<file path="src/rtl/cfg_sticky_pkg.sv">
// Package: constants shared by the sticky configuration register bank.
// Assumes 32-bit data and word offsets counted from the base of the window.
package cfg_sticky_pkg;
    localparam int DATA_W   = 32;
    localparam int ADDR_W   = 10;
    localparam int LSEL_W   = 16;
    localparam int NUM_LSEL = 4;
    localparam int NUM_REGS = 11;

    // Word indices (byte offset / 4).
    localparam int IDX_REMAP = 0;
    localparam int IDX_CFG1  = 1;
    localparam int IDX_LSEL0 = 2;
    localparam int IDX_STAT  = 6;
    localparam int IDX_CFG2  = 7;
    localparam int IDX_PROT1 = 8;
    localparam int IDX_KEY   = 9;
    localparam int IDX_PROT2 = 10;

    localparam logic [DATA_W-1:0] M_NONE      = 32'h0000_0000;
    localparam logic [DATA_W-1:0] M_REMAP     = 32'h0000_0107;
    localparam logic [DATA_W-1:0] M_CFG1      = 32'hFCFF_0100;
    localparam logic [DATA_W-1:0] M_CFG1_CLR  = 32'h0000_0001;
    localparam logic [DATA_W-1:0] RST_CFG1    = 32'h7C00_0001;
    localparam logic [DATA_W-1:0] M_LSEL      = 32'h0000_FFFF;
    localparam logic [DATA_W-1:0] M_CFG2_LOCK = 32'h0000_000F;
    localparam logic [DATA_W-1:0] M_CFG2_FLAG = 32'h0000_0100;
    localparam logic [DATA_W-1:0] M_KEY       = 32'h0000_00FF;
    localparam logic [DATA_W-1:0] M_ALL       = 32'hFFFF_FFFF;
endpackage

</file>
<file path="src/rtl/cfg_addr_decode.sv">
// Module: address decoder for the register bank.
// Produces a one-hot register select and a hit flag. Only word-aligned
// addresses whose word index is below NUM_REGS hit.
module cfg_addr_decode #(
    parameter int ADDR_W   = 10,
    parameter int NUM_REGS = 11
) (
    input  logic [ADDR_W-1:0]   addr,
    output logic [NUM_REGS-1:0] sel,
    output logic                hit
);
    localparam int IDX_W = ADDR_W - 2;
    localparam logic [IDX_W-1:0] LIMIT = IDX_W'(NUM_REGS);

    logic [IDX_W-1:0] idx;
    assign idx = addr[ADDR_W-1:2];

    // Hit when aligned and inside the populated range.
    always_comb begin
        hit = (addr[1:0] == 2'b00) && (idx < LIMIT);
    end

    // One select line per register, gated by hit.
    always_comb begin
        for (int i = 0; i < NUM_REGS; i++) begin
            sel[i] = hit && (idx == IDX_W'(i));
        end
    end
endmodule

</file>
<file path="src/rtl/cfg_sticky_field.sv">
// Module: one 32-bit register with per-bit write rules.
// The masks must be disjoint. On a write:
//   PLAIN_M bits take the written value;
//   CLR_M bits become old AND written;
//   SET_M bits become old OR written;
//   W1C_M bits clear where a 1 is written.
// A hw_set pulse then ORs in HWSET_M, so a hardware set beats a software
// clear in the same cycle. Bits outside every mask stay zero.
module cfg_sticky_field #(
    parameter int                DATA_W  = 32,
    parameter logic [DATA_W-1:0] PLAIN_M = '0,
    parameter logic [DATA_W-1:0] CLR_M   = '0,
    parameter logic [DATA_W-1:0] SET_M   = '0,
    parameter logic [DATA_W-1:0] W1C_M   = '0,
    parameter logic [DATA_W-1:0] HWSET_M = '0,
    parameter logic [DATA_W-1:0] RST_V   = '0
) (
    input  logic              clk,
    input  logic              rst_n,
    input  logic              we,
    input  logic [DATA_W-1:0] wdata,
    input  logic              hw_set,
    output logic [DATA_W-1:0] q
);
    logic [DATA_W-1:0] nxt;

    // Next value from the write rules, then the hardware set.
    always_comb begin
        nxt = q;
        if (we) begin
            nxt = (wdata & PLAIN_M)
                | (q & wdata & CLR_M)
                | ((q | wdata) & SET_M)
                | (q & ~wdata & W1C_M);
        end
        if (hw_set) begin
            nxt = nxt | HWSET_M;
        end
    end

    // State register with synchronous reset.
    always_ff @(posedge clk) begin
        if (!rst_n) q <= RST_V;
        else        q <= nxt;
    end
endmodule

</file>
<file path="src/rtl/cfg_sticky_regs.sv">
// Module: top of the sticky configuration register bank.
// Decodes the bus, instantiates one field per register with its own rules,
// and returns registered read data and error one cycle after a request.
// Assumes at most one of read/write per register per cycle matters; a read
// in the same cycle as a write returns the old value.
module cfg_sticky_regs
    import cfg_sticky_pkg::*;
#(
    parameter int AW = ADDR_W
) (
    input  logic                     clk,
    input  logic                     rst_n,
    input  logic [AW-1:0]            bus_addr,
    input  logic                     bus_rd,
    input  logic                     bus_wr,
    input  logic [DATA_W-1:0]        bus_wdata,
    output logic [DATA_W-1:0]        bus_rdata,
    output logic                     bus_err,
    input  logic                     hw_parity_set,
    output logic [DATA_W-1:0]        remap_o,
    output logic [DATA_W-1:0]        cfg1_o,
    output logic [NUM_LSEL*LSEL_W-1:0] line_sel_o,
    output logic [DATA_W-1:0]        cfg2_o,
    output logic [DATA_W-1:0]        prot1_o,
    output logic [DATA_W-1:0]        key_o,
    output logic [DATA_W-1:0]        prot2_o
);
    logic [NUM_REGS-1:0] sel;
    logic                hit;
    logic [DATA_W-1:0]   rv [NUM_REGS];
    logic [DATA_W-1:0]   rd_val;

    cfg_addr_decode #(.ADDR_W(AW), .NUM_REGS(NUM_REGS)) u_dec (
        .addr(bus_addr), .sel(sel), .hit(hit)
    );

    cfg_sticky_field #(.DATA_W(DATA_W), .PLAIN_M(M_REMAP)) u_remap (
        .clk(clk), .rst_n(rst_n), .we(bus_wr && sel[IDX_REMAP]),
        .wdata(bus_wdata), .hw_set(1'b0), .q(rv[IDX_REMAP])
    );

    cfg_sticky_field #(.DATA_W(DATA_W), .PLAIN_M(M_CFG1), .CLR_M(M_CFG1_CLR),
                       .RST_V(RST_CFG1)) u_cfg1 (
        .clk(clk), .rst_n(rst_n), .we(bus_wr && sel[IDX_CFG1]),
        .wdata(bus_wdata), .hw_set(1'b0), .q(rv[IDX_CFG1])
    );

    // Line-select registers: identical plain 16-bit fields.
    for (genvar k = 0; k < NUM_LSEL; k++) begin : g_lsel
        cfg_sticky_field #(.DATA_W(DATA_W), .PLAIN_M(M_LSEL)) u_lsel (
            .clk(clk), .rst_n(rst_n), .we(bus_wr && sel[IDX_LSEL0+k]),
            .wdata(bus_wdata), .hw_set(1'b0), .q(rv[IDX_LSEL0+k])
        );
        assign line_sel_o[k*LSEL_W +: LSEL_W] = rv[IDX_LSEL0+k][LSEL_W-1:0];
    end

    // Status/control holds no state: writes ignored, reads zero.
    assign rv[IDX_STAT] = M_NONE;

    cfg_sticky_field #(.DATA_W(DATA_W), .SET_M(M_CFG2_LOCK), .W1C_M(M_CFG2_FLAG),
                       .HWSET_M(M_CFG2_FLAG)) u_cfg2 (
        .clk(clk), .rst_n(rst_n), .we(bus_wr && sel[IDX_CFG2]),
        .wdata(bus_wdata), .hw_set(hw_parity_set), .q(rv[IDX_CFG2])
    );

    cfg_sticky_field #(.DATA_W(DATA_W), .SET_M(M_ALL)) u_prot1 (
        .clk(clk), .rst_n(rst_n), .we(bus_wr && sel[IDX_PROT1]),
        .wdata(bus_wdata), .hw_set(1'b0), .q(rv[IDX_PROT1])
    );

    cfg_sticky_field #(.DATA_W(DATA_W), .PLAIN_M(M_KEY)) u_key (
        .clk(clk), .rst_n(rst_n), .we(bus_wr && sel[IDX_KEY]),
        .wdata(bus_wdata), .hw_set(1'b0), .q(rv[IDX_KEY])
    );

    cfg_sticky_field #(.DATA_W(DATA_W), .SET_M(M_ALL)) u_prot2 (
        .clk(clk), .rst_n(rst_n), .we(bus_wr && sel[IDX_PROT2]),
        .wdata(bus_wdata), .hw_set(1'b0), .q(rv[IDX_PROT2])
    );

    // Read multiplexer: OR of selected register (zero on a miss).
    always_comb begin
        rd_val = '0;
        for (int i = 0; i < NUM_REGS; i++) begin
            if (sel[i]) rd_val = rd_val | rv[i];
        end
    end

    // Registered response: data only after a read, error after a missed access.
    always_ff @(posedge clk) begin
        if (!rst_n) begin
            bus_rdata <= '0;
            bus_err   <= 1'b0;
        end else begin
            bus_rdata <= bus_rd ? rd_val : '0;
            bus_err   <= (bus_rd || bus_wr) && !hit;
        end
    end

    assign remap_o = rv[IDX_REMAP];
    assign cfg1_o  = rv[IDX_CFG1];
    assign cfg2_o  = rv[IDX_CFG2];
    assign prot1_o = rv[IDX_PROT1];
    assign key_o   = rv[IDX_KEY];
    assign prot2_o = rv[IDX_PROT2];
endmodule

</file>
<file path="config.mk">
export PLATFORM = sky130hd
export DESIGN_NAME = cfg_sticky_regs
export DESIGN_NICKNAME = d
export VERILOG_FILES = /design/src/rtl/cfg_sticky_pkg.sv /design/src/rtl/cfg_addr_decode.sv /design/src/rtl/cfg_sticky_field.sv /design/src/rtl/cfg_sticky_regs.sv
export SDC_FILE = /design/constraint.sdc
export NUM_CORES = 1
export LEC_CHECK = 0
export ABC_AREA = 1
export BUFFER_PORTS_ARGS = -buffer_cell sky130_fd_sc_hd__buf_2
export CAP_MARGIN = 20
export CORE_MARGIN = 2
export CORE_UTILIZATION = 50
export DETAILED_ROUTE_END_ITERATION = 8
export PLACE_DENSITY = 0.82
export SETUP_SLACK_MARGIN = 0.15
export SYNTH_ARGS = -nofsm -noshare
export SYNTH_HDL_FRONTEND = slang
export SYNTH_SLANG_ARGS = --single-unit
</file>
<file path="constraint.sdc">
create_clock -name clk -period 2.45 [get_ports clk]
set_input_delay 0.3675 -clock clk [delete_from_list [all_inputs] [get_ports clk]]
set_output_delay 0.3675 -clock clk [all_outputs]
set_load 0.1 [all_outputs]
</file>
==> results of run 1 <==
-- registers in the layout, indices dropped and copies added (netlist names) --
name             flops
u_prot1.q           32
u_prot2.q           32
bus_rdata           32
u_remap.q            4
bus_err              1
u_key.q              8
g_lsel.u_lsel.q     64
u_cfg1.q            16
u_cfg2.q             5
-- per-layer routing --
layer	wire, µm	track usage, %	vias to the layer above
met4	522	8.62	0
met3	2320	5.18	41
met2	12200	43.9	432
li1	-	-	3969
met5	0	0	-
met1	11100	37.0	3719
-- how the worst min path moves through the flow --
stage                                      from                    end  slack (ns)  depth (start not counted)
final                             hw_parity_set            u_cfg2.q[8]        0.17                          3
after global routing              hw_parity_set            u_cfg2.q[8]        0.20                          3
after CTS                         hw_parity_set            u_cfg2.q[8]        0.16                          3
after detailed placement  g_lsel[2].u_lsel.q[9]  g_lsel[2].u_lsel.q[9]        0.45                          2
after global placement    g_lsel[1].u_lsel.q[0]  g_lsel[1].u_lsel.q[0]        0.45                          2
after floorplan                   hw_parity_set            u_cfg2.q[8]        0.48                          2
-- placed cells by master (no fill, tap or decap) --
cell | synthesis | layout
nand2_4 | 2 | 2
inv_1 | 160 | 160
nor2_1 | 82 | 81
a21oi_1 | 159 | 159
inv_2 | 4 | 3
nor2_2 | 7 | 8
nor2_8 | 2 | 2
clkinv_4 | 0 | 4
buf_12 | 0 | 3
nand3_1 | 60 | 60
buf_4 | 113 | 19
a211oi_2 | 4 | 4
clkbuf_16 | 0 | 17
clkinv_2 | 0 | 2
dfxtp_1 | 194 | 194
a211oi_1 | 12 | 12
nor2_4 | 5 | 5
buf_2 | 14 | 240
nand4_1 | 32 | 32
o21ai_0 | 67 | 67
bufinv_16 | 0 | 2
nand4_4 | 2 | 2
nand3_4 | 1 | 1
nand2_2 | 4 | 4
clkbuf_8 | 0 | 1
nand2_1 | 191 | 191
inv_8 | 0 | 5
o21ai_1 | 18 | 18
clkinvlp_4 | 0 | 2
conb_1 | 1 | 95
-- area by class of cell --
cell class	instances	area, µm²	area share (%)
tap	225	282	2.74
inverter	164	617	5.99
sequential	194	3880	37.7
clock inverter	14	171	1.67
clock buffer	18	439	4.27
multi-input combinational	743	3490	33.9
timing repair buffer	262	1400	13.6
-- cells by family after synthesis --
kind of cell    Yosys count
compound gates          260
buf+inv                 323
flops                   194
other cells               1
simple gates            388
-- power by group through the flow --
stage | Combinational [µW] | Sequential (µW) | Clock [µW]
final | 902 | 3160 | 2880
after global routing | 930 | 3150 | 3030
after CTS | 894 | 3160 | 2910
after detailed placement | 894 | 3230 | 0
after global placement | 892 | 3230 | 0
after floorplan | 866 | 3250 | 0
-- per-stage QoR --
step                      total power (µW)  setup slack [ns]
after detailed placement              4120             0.259
after CTS                             6960             0.677
after global placement                4120             0.297
final                                 6940             0.616
after floorplan                       4120             0.848
after global routing                  7120             0.475
-- critical path, cell delays in order --
cell and delay (ns):
buf_2 0.09, nor2_1 0.15, nand2_2 0.16, nor2_8 0.31, nand3_1 0.43, o21ai_0 0.41
nor2_1 0.09, a21oi_1 0.17
==> flow_summary.ini, run 1 <==
[status]
outcome = finished clean

[logic_synthesis]
synth-async-reset-ratio_pct = 0
synth_cells = 1166
synthMuxAreaShare_pct = 0
synth.most_common_cell = dfxtp_1
ys_ff_latch = 194
synth_largest_area_cell = dfxtp_1
yosys_most_used_dff = dfxtp_1
synth_top_family_by_area = simple AND/OR/NAND/NOR gates
synth_edf_count = 0
ys_types = 25
ys_top_cells_by_area = dfxtp_1, buf_4, a21oi_1, nand2_1, inv_1
yosysSeqAreaShare_pct = 44.6
synth_fa_ha_area_share_pct = 0
yosys.area_share.simple_pct = 20.4
synth_compound_area_share_pct = 15.7
yosysWarnings = 0
synth_commonest_cells = dfxtp_1, nand2_1, inv_1
synth-xor-area-share_pct = 0
netlist.area_leader.share_pct = 44.6
avgSynthCellArea_um2 = 7.46
netlist_area_um2 = 8700

[clocking]
cts_resized = 0
tritoncts = built
clock-root-buffer = clkbuf_16
path_clk_slew_ns = 0.07
cts_buffer_depth = 2
cts_hold_buf = 0
cts.sinks = 194
cts_inserted_buffers = 17
cts_setup_buffers = 0
h-tree-depth = 4
clk_latency_ns = 0.43

[timing]
max_freq_mhz = 545
worst_slew_pin_slew_ns = 0.575
finalSetupViolations = 0
setup-tns-final_ns = 0
rsz0062_at_grt = false
slew_violations = 0
fin_hold_ws_ns = 0.169
timing.final.crit_share_pct = 74.9
period_needed_ns = 1.83
fin_skew_ns = 0.0113
hold_violations = 0
max-slew-margin-rel_pct = 61.7

[drt]
wire_per_inst_um = 16.1
drc = 0
vias = 8161
drt-total-wl_mm = 26.1
firstDrtPassIters = 6
via_per_inst = 5.04
first_iter_violations = 655
ant_nets = 0

[global_routing]
grtUsageTotal_pct = 27.2
grt-ovfl-total = 0
grt_max_degree = 67
antenna_found_initial = 0
grt_first_pass_wirelength_mm = 39.0
grt_pass1_vias = 7237

[finish]
design_area_um2 = 10300
fin_cells = 1620
antenna_cells = 0
fin_util_pct = 59.9
syn2layout_area_growth_pct = 18.3
drive_gt1_share_pct = 23.4
nNetsFinal = 1429
fillers = 1640

[placed_design]
place_congestion = 0.912
dpl_cell_area_um2 = 9680
dp_cells = 1588
port_buffers = 240
hpwl_mm = 19.0

[power_and_ir_drop]
p_leak_uw = 0.00462
ir_drop_mv = 0.506
power.internal_uw = 4780
pwr-share-clk_pct = 41.5
power_frac_seq_pct = 45.5
pwr_density_cell_nw_per_um2 = 674
net-switching-power_uw = 2150
swShare_pct = 31.1
comb_power_share_pct = 13.0

[critical_path]
reg2reg_to = bus_rdata[1]
worst_setup_path_end_kind = register
critical_path_arrival_ns = 2.19
endpoint = bus_rdata[14]
critPathLaunch = bus_addr[9]
cp-start-kind = primary input
r2r_cells = 6
worstPathRequired_ns = 2.81
critPathKind = in2reg
crit_fanout = 19
ff2ff_setup_slack_ns = 1.40
r2r_start = g_lsel[0].u_lsel.q[1]

[die]
die_h_um = 136
start_util_pct = 50.6
io_pins = 336
die_w_um = 136
coreArea_um2 = 17200
die_area_um2 = 18500
row_count = 48

[hold_path]
hold_path.class = in2reg

[flow_run]
maxCapViolations = 0
Note: power is estimated with default switching activity, not from simulation.
==> run 2: changes to the inputs <==
Settings changed: ABC_AREA 1 to 0, CORE_UTILIZATION 50 to 49, PLACE_DENSITY 0.82 to 0.8.
Clock period 2.45 ns to 1.9 ns, I/O delays scaled along.
==> flow_summary.ini, run 2 <==
[logic_synthesis]
synth_cells = 946
avgSynthCellArea_um2 = 9.14
synth_commonest_cells = dfxtp_1, nor2b_1, buf_4
ys_types = 55
synth.most_common_cell = dfxtp_1
synth_edf_count = 0
synth_largest_area_cell = dfxtp_1
yosys_most_used_dff = dfxtp_1
netlist_area_um2 = 8650
ys_ff_latch = 194
yosysSeqAreaShare_pct = 44.9
netlist.area_leader.share_pct = 44.9
yosysWarnings = 0
ys_top_cells_by_area = dfxtp_1, buf_4, nor2b_1, a21oi_1, a21boi_0
synth-async-reset-ratio_pct = 0

[timing]
max_freq_mhz = 583
fin_hold_ws_ns = 0.0806
timing.final.crit_share_pct = 90.3
rsz0062_at_grt = false
worst_slew_pin_slew_ns = 0.591
max-slew-margin-rel_pct = 60.6
fin_skew_ns = 0.00806
slew_violations = 0
period_needed_ns = 1.72
hold_violations = 0
setup-tns-final_ns = 0
finalSetupViolations = 0

[power_and_ir_drop]
comb_power_share_pct = 13.9
pwr-share-clk_pct = 41.5
p_leak_uw = 0.00482
net-switching-power_uw = 2800
pwr_density_cell_nw_per_um2 = 823
power_frac_seq_pct = 44.6
ir_drop_mv = 0.601
power.internal_uw = 6330
swShare_pct = 30.6

[finish]
nNetsFinal = 1258
largest_register_ffs = 64
fillers = 1461
syn2layout_area_growth_pct = 28.3
design_area_um2 = 11100
final_cell_mix = buf_2, dfxtp_1, nor2b_1
antenna_cells = 0
multi_input_area_um2 = 4330
final_common_cell = buf_2
regMostFlops = g_lsel.u_lsel.q
seq_area_um2 = 3890
drive_gt1_share_pct = 35.0

[clocking]
cts_inserted_buffers = 17
h-tree-depth = 4
tritoncts = built
path_clk_slew_ns = 0.07
clk_latency_ns = 0.44
clock-root-buffer = clkbuf_16
cts.sinks = 194
cts_setup_buffers = 0
cts_hold_buf = 0
cts_buffer_depth = 2
cts_resized = 1

[critical_path]
worst_setup_path_end_kind = register
critPathKind = in2reg
path_depth = 6
slowest_delay_ns = 0.66
crit_fanout = 9
r2r_start = u_prot2.q[0]
worstPathRequired_ns = 2.26
cp_slowest_cell = or4_4
critPathLaunch = bus_addr[1]
endpoint = bus_rdata[0]
reg2reg_to = bus_rdata[0]
crit_family = compound AO/OA/AOI/OAI gates
worst-path-buf-inv = 2
r2r_cells = 4
cp-start-kind = primary input
crit_chain = buf_2 -> or4_4 -> buf_4 -> a2111oi_1 -> o211ai_1 -> a21oi_1
critical_path_arrival_ns = 2.08
ff2ff_setup_slack_ns = 0.23

[placed_design]
hpwl_mm = 19.0
port_buffers = 240
dpl_cell_area_um2 = 10500
place_congestion = 0.876

[die]
io_pins = 336
die_w_um = 137
coreArea_um2 = 17300
die_area_um2 = 18700
start_util_pct = 50.0
die_h_um = 137
row_count = 48

[global_routing]
grt_first_pass_wirelength_mm = 40.2
grtUsageTotal_pct = 27.8
grt.met3_usage_pct = 7.22
grt-ovfl-total = 0
grt_use_met2_pct = 44.1
grt_pass1_vias = 7370
grt_max_degree = 74
grt.busiest_layer = met2
antenna_found_initial = 0
met1_usage_pct = 36.8

[drt]
via_per_inst = 5.45
ant_nets = 0
firstDrtPassIters = 7
wire_per_inst_um = 18.4
drt-total-wl_mm = 26.6
first_iter_violations = 690
vias = 7892
drc = 0

[hold_path]
hold_path.class = in2reg

[flow_run]
maxCapViolations = 0

[status]
outcome = finished clean
run 2: cell count changes after synthesis, sizes merged, moves of 60 or more:
| cell | previous run | this run |
|---|---|---|
| inv | 164 | 3 |
| nand2 | 197 | 85 |
| nor2b | 0 | 98 |
| o21ai | 85 | 4 |
| a21oi | 159 | 79 |
| nor2 | 96 | 22 |
| a21boi | 0 | 60 |
run 2: how the worst min path moves through the flow:
stage | startpoint | to | slack, ns | cells after the start
after detailed placement | g_lsel[0].u_lsel.q[12] | g_lsel[0].u_lsel.q[12] | 0.46 | 2
after global routing | hw_parity_set | u_cfg2.q[8] | 0.07 | 2
after floorplan | hw_parity_set | u_cfg2.q[8] | 0.41 | 1
after global placement | g_lsel[0].u_lsel.q[12] | g_lsel[0].u_lsel.q[12] | 0.46 | 2
after CTS | hw_parity_set | u_cfg2.q[8] | 0.07 | 2
final | hw_parity_set | u_cfg2.q[8] | 0.08 | 2
run 2: power groups by stage:
stage	combinational [µW]	clock, µW	sequential (µW)
finish	1270	3790	4070
floorplan	1190	0	4190
global placement	1250	0	4160
detailed placement	1260	0	4160
global route	1310	3990	4070
CTS	1260	3810	4070
run 2: routing by layer:
metal | vias to the layer above | wire, µm | share of wire (%)
met5 | - | 0 | 0
met1 | 3804 | 11000 | 41
met3 | 51 | 2500 | 9.4
met4 | 0 | 594 | 2.2
met2 | 380 | 12600 | 47
li1 | 3657 | - | -
run 2: final cells by class:
class	instances	share of cell area, %
flip-flops and latches	194	35.0
inverters	3	0.101
multi-input cells	674	39.1
well taps	225	2.54
repair buffers	321	17.7
clock inverters	15	1.77
clock buffers	17	3.83
run 2: kinds of logic (layout without fill, tap and decap cells):
kind of cell,after synthesis,after routing,share of synthesized area (%)
buffers and inverters,172,356,12.1
other,1,95,0.0433
DFF,194,194,44.9
and+or+nand+nor,321,321,20.9
AOI/OAI and AO/OA,216,216,17.1
muxes,42,42,4.99
run 2: per-stage QoR:
| stage | setup slack (ns) | total power [µW] | cells | utilization (%) |
|---|---|---|---|---|
| after CTS | 0.212 | 9140 | 1449 | 64.1 |
| after global routing | 0.158 | 9370 | 1449 | 64.1 |
| final | 0.184 | 9130 | 1449 | 64.1 |
| after global placement | -0.112 | 5420 | 1417 | 60.5 |
| after floorplan | -0.00907 | 5380 | 1040 | - |
| after detailed placement | -0.154 | 5420 | 1417 | 60.5 |
run 2: worst register-to-register path: cells and delay by family, from the launching register on:
family | cells | cell delay (ns)
compound gates | 3 | 0.83
flops | 1 | 0.36
simple gates | 1 | 0.41
==> run 3: changes to the inputs <==
Settings changed: CORE_MARGIN 2 to default, CORE_UTILIZATION 49 to 30, PLACE_DENSITY 0.8 to default.
==> flow_summary.ini, run 3 (synthesized netlist as in run 2, its figures left out) <==
[timing]
hold_violations = 0
rsz0062_at_grt = false
timing.final.crit_share_pct = 86.4
period_needed_ns = 1.64
max-slew-margin-rel_pct = 64.4
fin_hold_ws_ns = 0.0651
finalSetupViolations = 0
slew_violations = 0
fin_skew_ns = 0.0131
max_freq_mhz = 609
worst_slew_pin_slew_ns = 0.537

[critical_path]
cp_slowest_cell = or4_4
critPathKind = in2reg
worstPathRequired_ns = 2.26
critical_path_arrival_ns = 2.00
crit_family = simple AND/OR/NAND/NOR gates
slowest_delay_ns = 0.69
r2r_cells = 4
crit_fanout = 13
crit_chain = buf_2 -> or4_4 -> nor4_4 -> buf_4 -> a21oi_1 -> nor2b_1
cp-start-kind = primary input
ff2ff_setup_slack_ns = 0.39
worst-path-buf-inv = 2
reg2reg_to = bus_rdata[0]
worst_setup_path_end_kind = register
r2r_start = u_prot2.q[0]

[finish]
drive_gt1_share_pct = 34.9
syn2layout_area_growth_pct = 30.6
final_common_cell = buf_2
nNetsFinal = 1252
largest_register_ffs = 64
regMostFlops = g_lsel.u_lsel.q
multi_input_area_um2 = 4340
final_cell_mix = buf_2, dfxtp_1, nor2b_1
fillers = 2889
seq_area_um2 = 3890

[power_and_ir_drop]
ir_drop_mv = 0.526
p_total_uw = 9020
pwr_density_cell_nw_per_um2 = 799
p_leak_uw = 0.00483

[clocking]
tritoncts = built
path_clk_slew_ns = 0.08
clock-root-buffer = clkbuf_16
cts_inserted_buffers = 17
cts.sinks = 194
h-tree-depth = 4
clk_latency_ns = 0.43
cts_resized = 0
cts_setup_buffers = 0
cts_buffer_depth = 2
cts_hold_buf = 0

[placed_design]
hpwl_mm = 21.6
port_buffers = 240
place_congestion = 0.829

[global_routing]
grt_pass1_vias = 7166
grt_max_degree = 66
grt-ovfl-total = 0
grtUsageTotal_pct = 20.2
grt_first_pass_wirelength_mm = 44.3
antenna_found_initial = 3

[die]
start_util_pct = 30.8
die_w_um = 172
die_h_um = 172
die_area_um2 = 29500
coreArea_um2 = 28100
row_count = 61
io_pins = 336

[drt]
drt-total-wl_mm = 30.2
drc = 0
first_iter_violations = 547
met2_length_mm = 14.0
wire_per_inst_um = 18.9
wl_met3_mm = 2.37
ant_nets = 0
via_per_inst = 4.86
firstDrtPassIters = 5
top_layer = met5
met1_length_mm = 13.4
vias = 7763

[hold_path]
whs_path_depth = 2
hold_path.class = in2reg
min_from = hw_parity_set
worstHoldEndpoint = u_cfg2.q[8]

[flow_run]
maxCapViolations = 0

[status]
outcome = finished clean
## run 3: cell count changes in the layout (fill, tap and decap cells not counted), sizes merged
cell and change:
buf -6, bufinv -2, clkbuf +1, clkinv +2, clkinvlp -2, diode +1
inv +1
## run 3: worst reg2reg max path, stage by stage (launching register included)
cell       delay [ns]
dfxtp_2          0.36
or4bb_1          0.40
a2111oi_1        0.41
o211ai_1         0.16
a21oi_1          0.14
## run 3: cell type report
class                      instances  share of cell area (%)
inverter                           3                  0.0997
sequential                       194                    34.4
timing repair buffer             315                    17.6
tap                              378                    4.19
clock buffer                      18                    3.89
clock inverter                    14                    1.30
antenna                            1                  0.0222
multi-input combinational        674                    38.5
## run 3: worst max path at each step
stage                      startpoint       endpoint  slack [ns]  depth (start not counted)
after floorplan           bus_addr[5]     u_key.q[5]      -0.009                          6
after global placement    bus_addr[1]   u_cfg1.q[28]       -0.17                          8
after detailed placement  bus_addr[1]   u_cfg1.q[28]       -0.23                          8
after CTS                 bus_addr[1]   u_cfg1.q[28]        0.23                          8
after global routing      bus_addr[1]   u_cfg1.q[31]        0.15                          7
final                     bus_addr[1]  u_prot2.q[19]        0.26                          6
## run 3: stage by stage
stage	util (%)	TNS (ns)	area (µm²)	instances	setup WS [ns]
CTS	40.2	0	11300	1596	0.232
detailed placement	38.1	-16.84	10700	1564	-0.234
global route	40.2	0	11300	1596	0.155
floorplan	-	-0.0813	9350	1040	-0.00907
global placement	38.1	-13.01	10700	1564	-0.171
finish	40.2	0	11300	1597	0.258
## run 3: metal layers
layer | vias to the layer above | global-route usage, %
met5 | - | 0
met3 | 26 | 5.11
met1 | 3729 | 26.8
li1 | 3656 | -
met4 | 4 | 5.73
met2 | 348 | 32.2
## run 3: where the power goes
| part | total [µW] | internal (µW) | leakage (µW) | switching (µW) |
|---|---|---|---|---|
| Combinational | 1300 | 169 | 0.00299 | 1130 |
| Sequential | 4070 | 4070 | 0.00156 | 3.55 |
| Clock | 3660 | 1900 | 0.000281 | 1760 |
